--- src/rtl/slot_alloc_pkg.sv ---
package slot_alloc_pkg;
  typedef enum logic {
    OP_TAKE = 1'b0,
    OP_GIVE = 1'b1
  } slot_op_e;
endpackage

--- src/rtl/slot_table.sv ---
module slot_table #(
  parameter int NUM_IF    = 64,
  parameter int NUM_SLOTS = 12,
  parameter int IF_W      = (NUM_IF > 1) ? $clog2(NUM_IF) : 1
) (
  input  logic                 clk,
  input  logic                 rst_n,
  input  logic [IF_W-1:0]      rd_if,
  output logic [NUM_SLOTS-1:0] rd_vec,
  input  logic                 wr_en,
  input  logic [IF_W-1:0]      wr_if,
  input  logic [NUM_SLOTS-1:0] wr_vec
);
  logic [NUM_SLOTS-1:0] maps [NUM_IF];

  // Reads past the last interface see a full map, so nothing can be taken there.
  generate
    if (NUM_IF == (1 << IF_W)) begin : g_full_range
      assign rd_vec = maps[rd_if];
    end else begin : g_partial_range
      assign rd_vec = (int'(rd_if) < NUM_IF) ? maps[rd_if] : '1;
    end
  endgenerate

  always_ff @(posedge clk) begin
    if (!rst_n) begin
      for (int i = 0; i < NUM_IF; i++) maps[i] <= '0;
    end else if (wr_en && (int'(wr_if) < NUM_IF)) begin
      maps[wr_if] <= wr_vec;
    end
  end
endmodule

--- src/rtl/slot_pick.sv ---
module slot_pick #(
  parameter int NUM_SLOTS = 12,
  parameter int SLOT_W    = (NUM_SLOTS > 1) ? $clog2(NUM_SLOTS) : 1
) (
  input  logic [NUM_SLOTS-1:0] vec,
  output logic                 found,
  output logic [SLOT_W-1:0]    slot
);
  // Scan from the top down so that the lowest clear bit is the one kept.
  always_comb begin
    found = 1'b0;
    slot  = '0;
    for (int i = NUM_SLOTS - 1; i >= 0; i--) begin
      if (!vec[i]) begin
        found = 1'b1;
        slot  = SLOT_W'(i);
      end
    end
  end
endmodule

--- src/rtl/slot_ctrl.sv ---
module slot_ctrl
  import slot_alloc_pkg::*;
#(
  parameter int NUM_IF    = 64,
  parameter int NUM_SLOTS = 12,
  parameter int IF_W      = (NUM_IF > 1) ? $clog2(NUM_IF) : 1,
  parameter int SLOT_W    = (NUM_SLOTS > 1) ? $clog2(NUM_SLOTS) : 1
) (
  input  logic                   clk,
  input  logic                   rst_n,
  input  logic                   req_valid,
  input  logic                   req_free,
  input  logic [IF_W+SLOT_W-1:0] req_index,
  output logic                   accept,
  output logic                   pend,
  output logic [IF_W-1:0]        cur_if,
  input  logic [NUM_SLOTS-1:0]   rd_vec,
  input  logic                   pick_found,
  input  logic [SLOT_W-1:0]      pick_slot,
  output logic                   wr_en,
  output logic [NUM_SLOTS-1:0]   wr_vec,
  output logic                   done,
  output logic [SLOT_W-1:0]      slot_out,
  output logic                   no_slot,
  output logic                   bad_free
);
  function automatic logic [NUM_SLOTS-1:0] slot_mask(input logic [SLOT_W-1:0] s);
    logic [NUM_SLOTS-1:0] m;
    m = '0;
    for (int i = 0; i < NUM_SLOTS; i++) m[i] = (SLOT_W'(i) == s);
    return m;
  endfunction

  function automatic logic slot_in_use(input logic [NUM_SLOTS-1:0] v,
                                       input logic [SLOT_W-1:0] s);
    return |(v & slot_mask(s));
  endfunction

  slot_op_e          cur_op;
  logic [SLOT_W-1:0] cur_slot;
  logic              if_ok, slot_ok, take_ok, give_ok;

  generate
    if (NUM_IF == (1 << IF_W)) begin : g_if_all
      assign if_ok = 1'b1;
    end else begin : g_if_cmp
      assign if_ok = int'(cur_if) < NUM_IF;
    end
    if (NUM_SLOTS == (1 << SLOT_W)) begin : g_slot_all
      assign slot_ok = 1'b1;
    end else begin : g_slot_cmp
      assign slot_ok = int'(cur_slot) < NUM_SLOTS;
    end
  endgenerate

  assign accept  = req_valid && !pend;
  assign take_ok = pend && (cur_op == OP_TAKE) && if_ok && pick_found;
  assign give_ok = pend && (cur_op == OP_GIVE) && if_ok && slot_ok
                   && slot_in_use(rd_vec, cur_slot);
  assign wr_en   = take_ok || give_ok;
  assign wr_vec  = take_ok ? (rd_vec | slot_mask(pick_slot))
                           : (rd_vec & ~slot_mask(cur_slot));

  always_ff @(posedge clk) begin
    if (!rst_n) begin
      pend     <= 1'b0;
      cur_op   <= OP_TAKE;
      cur_if   <= '0;
      cur_slot <= '0;
      done     <= 1'b0;
      slot_out <= '0;
      no_slot  <= 1'b0;
      bad_free <= 1'b0;
    end else begin
      pend <= accept;
      if (accept) begin
        cur_op   <= req_free ? OP_GIVE : OP_TAKE;
        cur_if   <= req_index[IF_W+SLOT_W-1:SLOT_W];
        cur_slot <= req_index[SLOT_W-1:0];
      end
      done     <= pend;
      no_slot  <= pend && (cur_op == OP_TAKE) && !take_ok;
      bad_free <= pend && (cur_op == OP_GIVE) && !give_ok;
      if (pend) slot_out <= (cur_op == OP_GIVE) ? cur_slot
                          : (take_ok ? pick_slot : '0);
    end
  end
endmodule

--- src/rtl/slot_alloc_top.sv ---
module slot_alloc_top #(
  parameter int NUM_IF    = 64,
  parameter int NUM_SLOTS = 12,
  parameter int IF_W      = (NUM_IF > 1) ? $clog2(NUM_IF) : 1,
  parameter int SLOT_W    = (NUM_SLOTS > 1) ? $clog2(NUM_SLOTS) : 1
) (
  input  logic                   clk,
  input  logic                   rst_n,
  input  logic                   req_valid,
  input  logic                   req_free,
  input  logic [IF_W+SLOT_W-1:0] req_index,
  output logic                   busy,
  output logic                   done,
  output logic [SLOT_W-1:0]      slot_out,
  output logic                   no_slot,
  output logic                   bad_free
);
  logic                 accept, pend, wr_en, pick_found;
  logic [IF_W-1:0]      cur_if;
  logic [NUM_SLOTS-1:0] rd_vec, wr_vec;
  logic [SLOT_W-1:0]    pick_slot;

  assign busy = pend;

  slot_table #(.NUM_IF(NUM_IF), .NUM_SLOTS(NUM_SLOTS), .IF_W(IF_W)) u_table (
    .clk(clk), .rst_n(rst_n), .rd_if(cur_if), .rd_vec(rd_vec),
    .wr_en(wr_en), .wr_if(cur_if), .wr_vec(wr_vec)
  );

  slot_pick #(.NUM_SLOTS(NUM_SLOTS), .SLOT_W(SLOT_W)) u_pick (
    .vec(rd_vec), .found(pick_found), .slot(pick_slot)
  );

  slot_ctrl #(.NUM_IF(NUM_IF), .NUM_SLOTS(NUM_SLOTS), .IF_W(IF_W), .SLOT_W(SLOT_W)) u_ctrl (
    .clk(clk), .rst_n(rst_n), .req_valid(req_valid), .req_free(req_free),
    .req_index(req_index), .accept(accept), .pend(pend), .cur_if(cur_if),
    .rd_vec(rd_vec), .pick_found(pick_found), .pick_slot(pick_slot),
    .wr_en(wr_en), .wr_vec(wr_vec), .done(done), .slot_out(slot_out),
    .no_slot(no_slot), .bad_free(bad_free)
  );
endmodule

--- config.mk ---
export PLATFORM = sky130hd
export DESIGN_NAME = slot_alloc_top
export DESIGN_NICKNAME = d
export VERILOG_FILES = /design/src/rtl/slot_alloc_pkg.sv /design/src/rtl/slot_table.sv /design/src/rtl/slot_pick.sv /design/src/rtl/slot_ctrl.sv /design/src/rtl/slot_alloc_top.sv
export SDC_FILE = /design/constraint.sdc
export NUM_CORES = 1
export LEC_CHECK = 0
export BUFFER_PORTS_ARGS = -buffer_cell sky130_fd_sc_hd__buf_4
export CAP_MARGIN = 20
export CORE_MARGIN = 5
export CORE_UTILIZATION = 34
export CTS_BUF_LIST = sky130_fd_sc_hd__clkbuf_8
export DETAILED_ROUTE_END_ITERATION = 16
export GPL_ROUTABILITY_DRIVEN = 0
export HOLD_SLACK_MARGIN = 0.03
export SLEW_MARGIN = 15
export SYNTH_ARGS = -nofsm -noshare
export SYNTH_HDL_FRONTEND = slang
export SYNTH_HIERARCHICAL = 1
export SYNTH_SLANG_ARGS = --single-unit
--- constraint.sdc ---
create_clock -name clk -period 4.9 [get_ports clk]
set_clock_uncertainty 0.2 [all_clocks]
set_input_delay 0.49 -clock clk [delete_from_list [all_inputs] [get_ports clk]]
set_output_delay 0.49 -clock clk [all_outputs]
set_load 0.01 [all_outputs]
After elaboration in Yosys (flattened, before gate mapping):

Memory sizes are Yosys's and may differ from the RTL's. A register that Yosys moved wholly into a read port is not among the register bits.
Index checks and enable logic that the tools add are counted.

* bits in registers: 19
* bits in latches: 0
* RAM bits: 768
* bits in read-only memories: 0
* bits of input ports: 14
* output and inout port bits: 8
* word-level logic and storage cells: 90
* memories: 1

Memories
* u_table.maps: words 64, bits a word 12, rd ports 1, clocked after memory_dff 1, wr ports 64, RTL line slot_table.sv:14 `logic [NUM_SLOTS-1:0] maps [NUM_IF];`

* add/sub/neg operators: 0
* multiply operators: 0
* div/mod/pow operators: 0
* $lt $le $gt $ge: 1
* equal/unequal tests: 22
* shifts and indexed selects: 0
* mux-type cells: 37
* bitwise logic cells: 5
* reductions and logical operators: 16

Operators with widths (number)
* two-way mux 4 bit: 14
* == test 3 x 4 -> 1 bit (first input constant): 8
* == test 4 bit (first input constant): 8
* bitwise AND 12 bit: 2
* two-way mux 12 bit: 2
* OR reduction 12 bit: 2
* two-way mux 1 bit: 18
* two-way mux 6 bit: 3
* == test 2 x 4 -> 1 bit (first input constant): 4
* NOT 12 bit: 1
* bitwise OR 12 bit: 1
* == test 1 x 4 -> 1 bit (first input constant): 2
* logical AND 1 bit: 8
* logical NOT 4 bit: 2
* less-than comparator 4 bit (second input constant): 1
* logical NOT 1 bit: 3
* logical OR 1 bit: 1
* NOT 1 bit: 1

Logic depth before layout (Yosys ltp):

Gate-level depths: netlist (run 1).

* depth after elaboration: 19
* depth in mapped cells: 21
* gate-level depth less buffers: 15

Hierarchy:

Netlist (run 1), hierarchy kept.

By module, submodules not included
* slot_table: times used 1, cells an instance 2336, area an instance 35502.8 µm², sequential area each 23062.1 µm²
* slot_ctrl: times used 1, cells an instance 137, area an instance 1132.3 µm², sequential area each 380.4 µm²
* slot_pick: times used 1, cells an instance 23, area an instance 115.1 µm², sequential area each 0.0 µm²

Worst setup path after synthesis (run 1):

No wires, ideal clock.

* path kind: flip-flop to flip-flop
* start point: reg u_ctrl.cur_if[0]
* end point: mem u_table.maps[26][0], enable pin
* setup time: 0.398 ns
* arrival: 4.179 ns
* required time: 4.302 ns
* path slack: 0.123 ns
* cell stages (with the launch flop): 16
* buffers on the path: 3
* clock period less this slack: 4.777 ns
* cells stage by stage: dfxtp_1 buf_2 buf_4 mux4_2 mux2i_1 o211ai_1 a32o_1 nand4_1 nor2_1 nand2_1 nand3b_1 nand3_1 nand2_1 or3_1 clkbuf_1 o21ai_0

RTL lines
* start, declared: RTL line slot_ctrl.sv:16 `output logic [IF_W-1:0] cur_if,`
* start signal, assigned: RTL line slot_ctrl.sv:78 `cur_if <= req_index[IF_W+SLOT_W-1:SLOT_W];`
* end, declared: RTL line slot_table.sv:14

==> results.sh, run 1 <==
export IMPL_relSlewSlack_pct=35.1
export IMPL_hold_start="req_index[5]"
export IMPL_hp_class="in2reg"
export IMPL_cp_max_fo=24
export IMPL_htreeDepth=4
export IMPL_cp_num_buf_inv=3
export IMPL_ant_nets=0
export IMPL_cpLargestDelayFamily="simple AND/OR/NAND/NOR gates"
export IMPL_cellLeakagePower_nw=15.0
export IMPL_area_growth_pct=15.7
export IMPL_rows=120
export IMPL_finalHoldViolations=0
export IMPL_power_density_nw_per_um2=352
export IMPL_syn_nets=2510
export IMPL_fillers=9916
export IMPL_crit_start="u_ctrl/cur_if[0]"
export IMPL_die_w_um=339
export IMPL_maxCapViolCount=0
export IMPL_seq_area_sq_um=23500
export IMPL_final_nets=2642
export IMPL_finalCritPeriodShare_pct=98.2
export IMPL_cpMaxStageDelayCell="mux4_2"
export IMPL_worst_pin_slew_ns=0.971
export IMPL_stdcell_count=4129
export IMPL_io_pins=22
export IMPL_routedWlPerCell_um=24.2
export IMPL_p_sw_mw=3.93
export IMPL_holdWs_ns=0.175
export IMPL_yosysWarnings=6
export IMPL_cts_made_buffers=135
export IMPL_ys_seq_area_share_pct=63.8
export IMPL_peakVddDrop_v=0.000217
export IMPL_clock_sinks=787
export IMPL_cts_root_buf="clkbuf_8"
export IMPL_synth_async_reset_ratio_pct=0
export IMPL_status="completed"
export IMPL_numPortBuffers=21
export IMPL_rrSetupSlack_ns=0.09
export IMPL_reg2reg_from="u_ctrl/cur_if[0]"
export IMPL_grt_pass1_vias=22242
export IMPL_p_seq_share_pct=51.4
export IMPL_ys_types=58
export IMPL_grt_pass1_wl_um=148000
export IMPL_via_per_inst=5.21
export IMPL_firstDrtPassIters=8
export IMPL_critical_path_class="reg2reg"
export IMPL_drcViolationCount=0
export IMPL_fin_crit_ns=4.81
export IMPL_p_sw_share_pct=26.3
export IMPL_dpl_hpwl_um=64600
export IMPL_grtUsageTotal_pct=17.2
export IMPL_drt_iter0_drc=2037
export IMPL_synth_ff_type="edfxtp_1"
export IMPL_setup_worst_path_start_class="flop"
export IMPL_layout_drive_gt1_share_pct=25.1
export IMPL_end_kind="flop"
export IMPL_path_cells="buf_12, buf_12, mux4_2, mux4_2, nor2_2, o21ai_1, nand2_1, nor2_1, nor3_1, nand2_1, o31ai_4, buf_4, and2_1"
export IMPL_p_comb_share_pct=12.0
export IMPL_via_count=21519
export IMPL_synth_edf_count=768
export IMPL_cts_tree="done"
export IMPL_max_freq_mhz=208
export IMPL_start_util_pct=34.3
export IMPL_synth_area_sq_um=36800
export IMPL_slew_viol_final=0
export IMPL_floorplan_core_area_sq_um=107000
export IMPL_grt_ovfl_total=0
export IMPL_clk_pin_slew_worst_paths_ns=0.06
export IMPL_die_h_um=339
export IMPL_cpPeakStageDelay_ns=0.56
export IMPL_ys_ff_latch=787
export IMPL_layout_common_cells="772 x and2_1, 768 x edfxtp_1, 193 x mux4_2"
export IMPL_dp_cells=3872
export IMPL_grt_max_degree=76
export IMPL_final_common_cell="and2_1"
export IMPL_die_area_sq_um=115000
export IMPL_setup_viol=0
export IMPL_synth_cells=2496
export IMPL_clkPwrFrac_pct=36.5
export IMPL_cp_arrival_ns=5.25
export IMPL_required_ns=5.34
export IMPL_intPower_mw=11.0
export IMPL_clk_latency_ns=0.80
export IMPL_clockBufferDepth=3
export IMPL_syn_area_per_cell_sq_um=14.7
export IMPL_multiInputGateArea_sq_um=12500
export IMPL_antenna_found_initial=4
export IMPL_wirelength_um=99800
[cell families after synthesis]
| family | Yosys count | share of synthesized area [%] |
|---|---|---|
| flip-flops | 787 | 63.8 |
| AO/OA/AOI/OAI | 206 | 3.38 |
| buffers and inverters | 252 | 3.10 |
| AND/OR/NAND/NOR | 992 | 16.0 |
| multiplexers | 259 | 13.7 |
[through the flow]
| stage | total power, mW | setup TNS, ns | area [sq um] | utilization, % | setup WS [ns] |
|---|---|---|---|---|---|
| floorplan | 8.69 | 0 | 36800 | - | 0.123 |
| global placement | 9.56 | -19.07 | 39600 | 37.0 | -0.241 |
| detailed placement | 9.59 | -24.68 | 39700 | 37.0 | -0.190 |
| CTS | 15.1 | -2.03 | 42300 | 39.5 | -0.0832 |
| global route | 15.5 | -0.000254 | 42500 | 39.7 | -0.000254 |
| finish | 14.9 | 0 | 42500 | 39.7 | 0.0864 |
[cell type report]
class | instances | area share, %
Sequential cell | 787 | 55.2
Multi-Input combinational cell | 1457 | 29.3
Timing Repair Buffer | 243 | 5.63
Clock buffer | 141 | 4.56
Tap cell | 1403 | 4.13
Clock inverter | 89 | 1.13
Inverter | 4 | 0.0353
Antenna cell | 5 | 0.0294
[sequential cells by signal, indices dropped and copies added, names as in the netlist]
signal and cells:
u_ctrl/no_slot 1, u_ctrl/cur_if 6, u_ctrl/bad_free 1, u_ctrl/cur_op 1, u_table/maps 768, u_ctrl/done 1
u_ctrl/pend 1, u_ctrl/slot_out 4, u_ctrl/cur_slot 4
[final timing paths]
check / to / cells after the start
setup / recovery: u_table/maps[61][8] / 13
hold / removal: u_ctrl/cur_if[1] / 3
setup reg to reg: u_table/maps[61][8] / 13
hold reg to reg: u_ctrl/slot_out[2] / 1
[power by group through the flow]
stage | sequential, mW | combinational, mW | clock (mW)
after floorplan | 7.78 | 0.914 | 0
after global placement | 7.81 | 1.75 | 0
after detailed placement | 7.83 | 1.77 | 0
after CTS | 7.69 | 1.78 | 5.59
after global routing | 7.70 | 1.89 | 5.94
final | 7.69 | 1.80 | 5.46
[per-layer routing]
layer / part of all wire [%] / global-route usage, % / wire length [um] / vias up
met2: 48 / 28.1 / 48300 / 772
li1: - / - / - / 9448
met4: 3.2 / 6.02 / 3180 / 0
met5: 0 / 0 / 0 / -
met1: 42 / 22.8 / 41900 / 11127
met3: 6.5 / 3.68 / 6520 / 172
[worst register-to-register path: cells and delay by family, from the launching register on]
kind	cells	cell delay, ns
buffers and inverters	3	0.74
and+or+nand+nor	6	1.58
muxes	2	1.11
AOI/OAI and AO/OA	2	0.54
DFF	1	0.48
[what timing repair did]
action                     4_1_cts  5_1_grt
hold endpoints to repair        14        0
setup endpoints to repair      441     1020
resized for setup               21       50
buffers inserted                 0        5
cloned                           0        1
pin swaps                        0        3
hold buffers                    16        0
[Yosys cell counts, types with 2 or more instances]
cell type  count  share of area (%)
and2_1       772                 13
edfxtp_1     768                 63
mux4_2       193                 12
clkbuf_1     169                1.7
o21ai_0       89                1.2
nor2_1        88               0.90
mux2i_1       55                1.5
nand2_1       48               0.49
buf_2         35               0.48
a21oi_1       24               0.33
dfxtp_1       19                1.0
buf_1         17               0.17
buf_4         16               0.33
o22ai_1       16               0.27
a211oi_1      15               0.31
o21ai_1       14               0.19
nand3b_1      13               0.27
nor3_1        13               0.18
nand2b_1      12               0.20
nand3_1       11               0.15
buf_6         10               0.31
or3_1          9               0.15
a21boi_0       8               0.16
mux2_2         7               0.21
a22oi_1        6               0.12
nor2b_1        5              0.085
o211ai_1       5               0.10
o31ai_1        5               0.10
a32o_1         4               0.11
inv_1          4              0.041
o41ai_1        4              0.095
a21boi_1       3              0.061
a221oi_1       3              0.072
and3_1         3              0.051
mux2_1         3              0.092
or2_1          3              0.051
a21o_1         2              0.041
a221o_1        2              0.054
a31oi_1        2              0.034
nand4_1        2              0.034
or2_2          2              0.034
No activity file was read; power rests on OpenSTA's default activity.
==> run 2: changes to the inputs <==
--- a/config.mk
+++ b/config.mk
@@ -7,6 +7,7 @@
 export LEC_CHECK = 0
 export BUFFER_PORTS_ARGS = -buffer_cell sky130_fd_sc_hd__buf_4
 export CAP_MARGIN = 20
+export CORE_ASPECT_RATIO = 1.1
 export CORE_MARGIN = 5
 export CORE_UTILIZATION = 34
 export CTS_BUF_LIST = sky130_fd_sc_hd__clkbuf_8
==> run 2 against run 1 <==
Worst hold slack improved by 0.11 ns. Critical path depth increased by 4. Global-route usage increased by 0.30 points. Setup slack improved by 0.050 ns. Utilization increased by 0.15 points. Final cell count increased by 0.78%. Cell area increased by 0.54%. Fmax increased by 1.0%. Clock power increased by 1%. Combinational power about the same. Via count increased by 0.71%. Critical path type unchanged. Critical endpoint is now u_table/maps[33][9].
==> results.sh, run 2 (synthesized netlist as in run 1, its figures left out) <==
export IMPL_status="completed"
export IMPL_grt_max_degree=65
export IMPL_final_nets=2664
export IMPL_finalHoldViolations=0
export IMPL_numPortBuffers=21
export IMPL_cp_arrival_ns=5.10
export IMPL_critical_path_class="reg2reg"
export IMPL_dp_cells=3891
export IMPL_maxCapViolCount=0
export IMPL_stdcell_count=4161
export IMPL_worst_pin_slew_ns=1.02
export IMPL_cts_made_buffers=135
export IMPL_clk_pin_slew_worst_paths_ns=0.06
export IMPL_rrSetupSlack_ns=0.14
export IMPL_ff2ff_path_depth=17
export IMPL_drcViolationCount=0
export IMPL_dpl_hpwl_um=66500
export IMPL_cts_tree="done"
export IMPL_ant_nets=0
export IMPL_layout_common_cells="772 x and2_1, 768 x edfxtp_1, 205 x buf_4"
export IMPL_total_power_mw=15.0
export IMPL_setup_viol=0
export IMPL_firstDrtPassIters=6
export IMPL_die_h_um=355
export IMPL_drt_iter0_drc=1777
export IMPL_rr_endpoint="u_table/maps[33][9]"
export IMPL_rows=126
export IMPL_largest_register_ff_count=768
export IMPL_clock_sinks=787
export IMPL_die_w_um=323
export IMPL_required_ns=5.23
export IMPL_setup_tns_ns=0
export IMPL_min_path_cells=3
export IMPL_top_register="u_table/maps"
export IMPL_pre_cts_slack_ns=-0.236
export IMPL_cellLeakagePower_nw=15.2
export IMPL_peakVddDrop_v=0.000236
export IMPL_power_density_nw_per_um2=352
export IMPL_relSlewSlack_pct=31.9
export IMPL_max_freq_mhz=210
export IMPL_cp_max_fo=13
export IMPL_area_growth_pct=16.3
export IMPL_final_common_cell="and2_1"
export IMPL_postLayoutCoreUtil_pct=39.8
export IMPL_whs_endpoint="u_ctrl/pend"
export IMPL_fillers=9744
export IMPL_clk_latency_ns=0.79
export IMPL_largest_registers="u_table/maps x768, u_ctrl/cur_if x6"
export IMPL_setup_worst_path_start_class="flop"
export IMPL_finalWorstSetupSlack_ns=0.136
export IMPL_via_count=21672
export IMPL_hold_start="req_valid"
export IMPL_grtUsageTotal_pct=17.5
export IMPL_hp_class="in2reg"
export IMPL_antenna_found_initial=3
export IMPL_grt_ovfl_total=0
export IMPL_via_per_inst=5.21
export IMPL_routedWlPerCell_um=24.3
export IMPL_layout_drive_gt1_share_pct=25.3
export IMPL_fin_crit_ns=4.76
export IMPL_die_area_sq_um=115000
export IMPL_finalCritPeriodShare_pct=97.2
export IMPL_cts_root_buf="clkbuf_8"
export IMPL_io_pins=22
export IMPL_end_kind="flop"
export IMPL_wirelength_um=101000
export IMPL_clockBufferDepth=3
export IMPL_rsz0062_at_grt="no"
export IMPL_start_util_pct=34.2
export IMPL_grt_pass1_vias=22569
export IMPL_floorplan_core_area_sq_um=107000
export IMPL_htreeDepth=4
export IMPL_grt_pass1_wl_um=149000
export IMPL_slew_viol_final=0
export IMPL_reg2reg_from="u_ctrl/cur_if[0]"
==> run 2: cell types whose count changed in the layout (fill, tap and decap cells not counted), moves of 5 or more <==
cell	change
nor2_1	+15
o21ai_1	-6
inv_1	+5
clkinvlp_4	+5
nor2_2	-14
buf_4	+22
o21ai_2	+6
==> run 2: report_power, final <==
| group | total (mW) | internal (mW) | switching (mW) |
|---|---|---|---|
| Clock | 5.53 | 2.86 | 2.67 |
| Combinational | 1.82 | 0.643 | 1.18 |
| Sequential | 7.69 | 7.60 | 0.0932 |
| Total | 15.0 | 11.1 | 3.94 |
==> run 2: timing repair <==
| action | 4_1_cts | 5_1_grt |
|---|---|---|
| endpoints found under the setup margin | 640 | 644 |
| hold endpoints to repair | 13 | 0 |
| hold buffers | 17 | 0 |
| pin swaps | 1 | 1 |
| resized for setup | 25 | 35 |
| setup buffers | 4 | 7 |
| cloned | 0 | 2 |
==> run 2: layer usage <==
| metal | part of all wire (%) | GRT usage (%) |
|---|---|---|
| met1 | 40 | 22.7 |
| met2 | 49 | 28.8 |
| met3 | 6.7 | 3.51 |
| met4 | 3.7 | 7.24 |
| met5 | 0 | 0 |
==> run 2: critical path, cell delays in order (launching register included) <==
cell and delay, ns:
dfxtp_4 0.43, buf_12 0.19, buf_4 0.23, mux4_2 0.54, mux2i_1 0.20, buf_4 0.15
a211oi_1 0.06, buf_4 0.22, a32o_1 0.24, mux2i_1 0.16, nor4b_2 0.08, o41ai_2 0.48
nand3_1 0.15, and2_1 0.20, nand3_1 0.17, buf_4 0.28, nor2_1 0.24, and2_1 0.27
==> run 2: stage by stage <==
step / hold WS (ns) / cell area, sq um
after floorplan: 0.250 / 36800
after global placement: 0.266 / 39800
after detailed placement: 0.277 / 39800
after CTS: 0.226 / 42500
after global routing: 0.271 / 42700
final: 0.288 / 42700
==> run 2: worst max path at each step <==
stage,from,to,depth (start not counted)
global placement,u_ctrl/cur_if[1],u_table/maps[61][2],19
CTS,u_ctrl/cur_if[0],u_table/maps[62][4],16
floorplan,u_ctrl/cur_if[0],u_table/maps[26][0],15
global route,u_ctrl/cur_if[0],u_table/maps[8][8],19
detailed placement,u_ctrl/cur_if[1],u_table/maps[15][6],19
finish,u_ctrl/cur_if[0],u_table/maps[33][9],17
==> run 2: cell type report <==
cell class,instances,area (sq um),share of cell area (%)
antenna,1,2.50,0.00585
tap,1408,1760,4.12
inverter,4,15.0,0.0351
clock buffer,140,1930,4.51
clock inverter,99,536,1.25
multi-input combinational,1457,12400,29.1
sequential,787,23500,54.9
timing repair buffer,265,2610,6.10
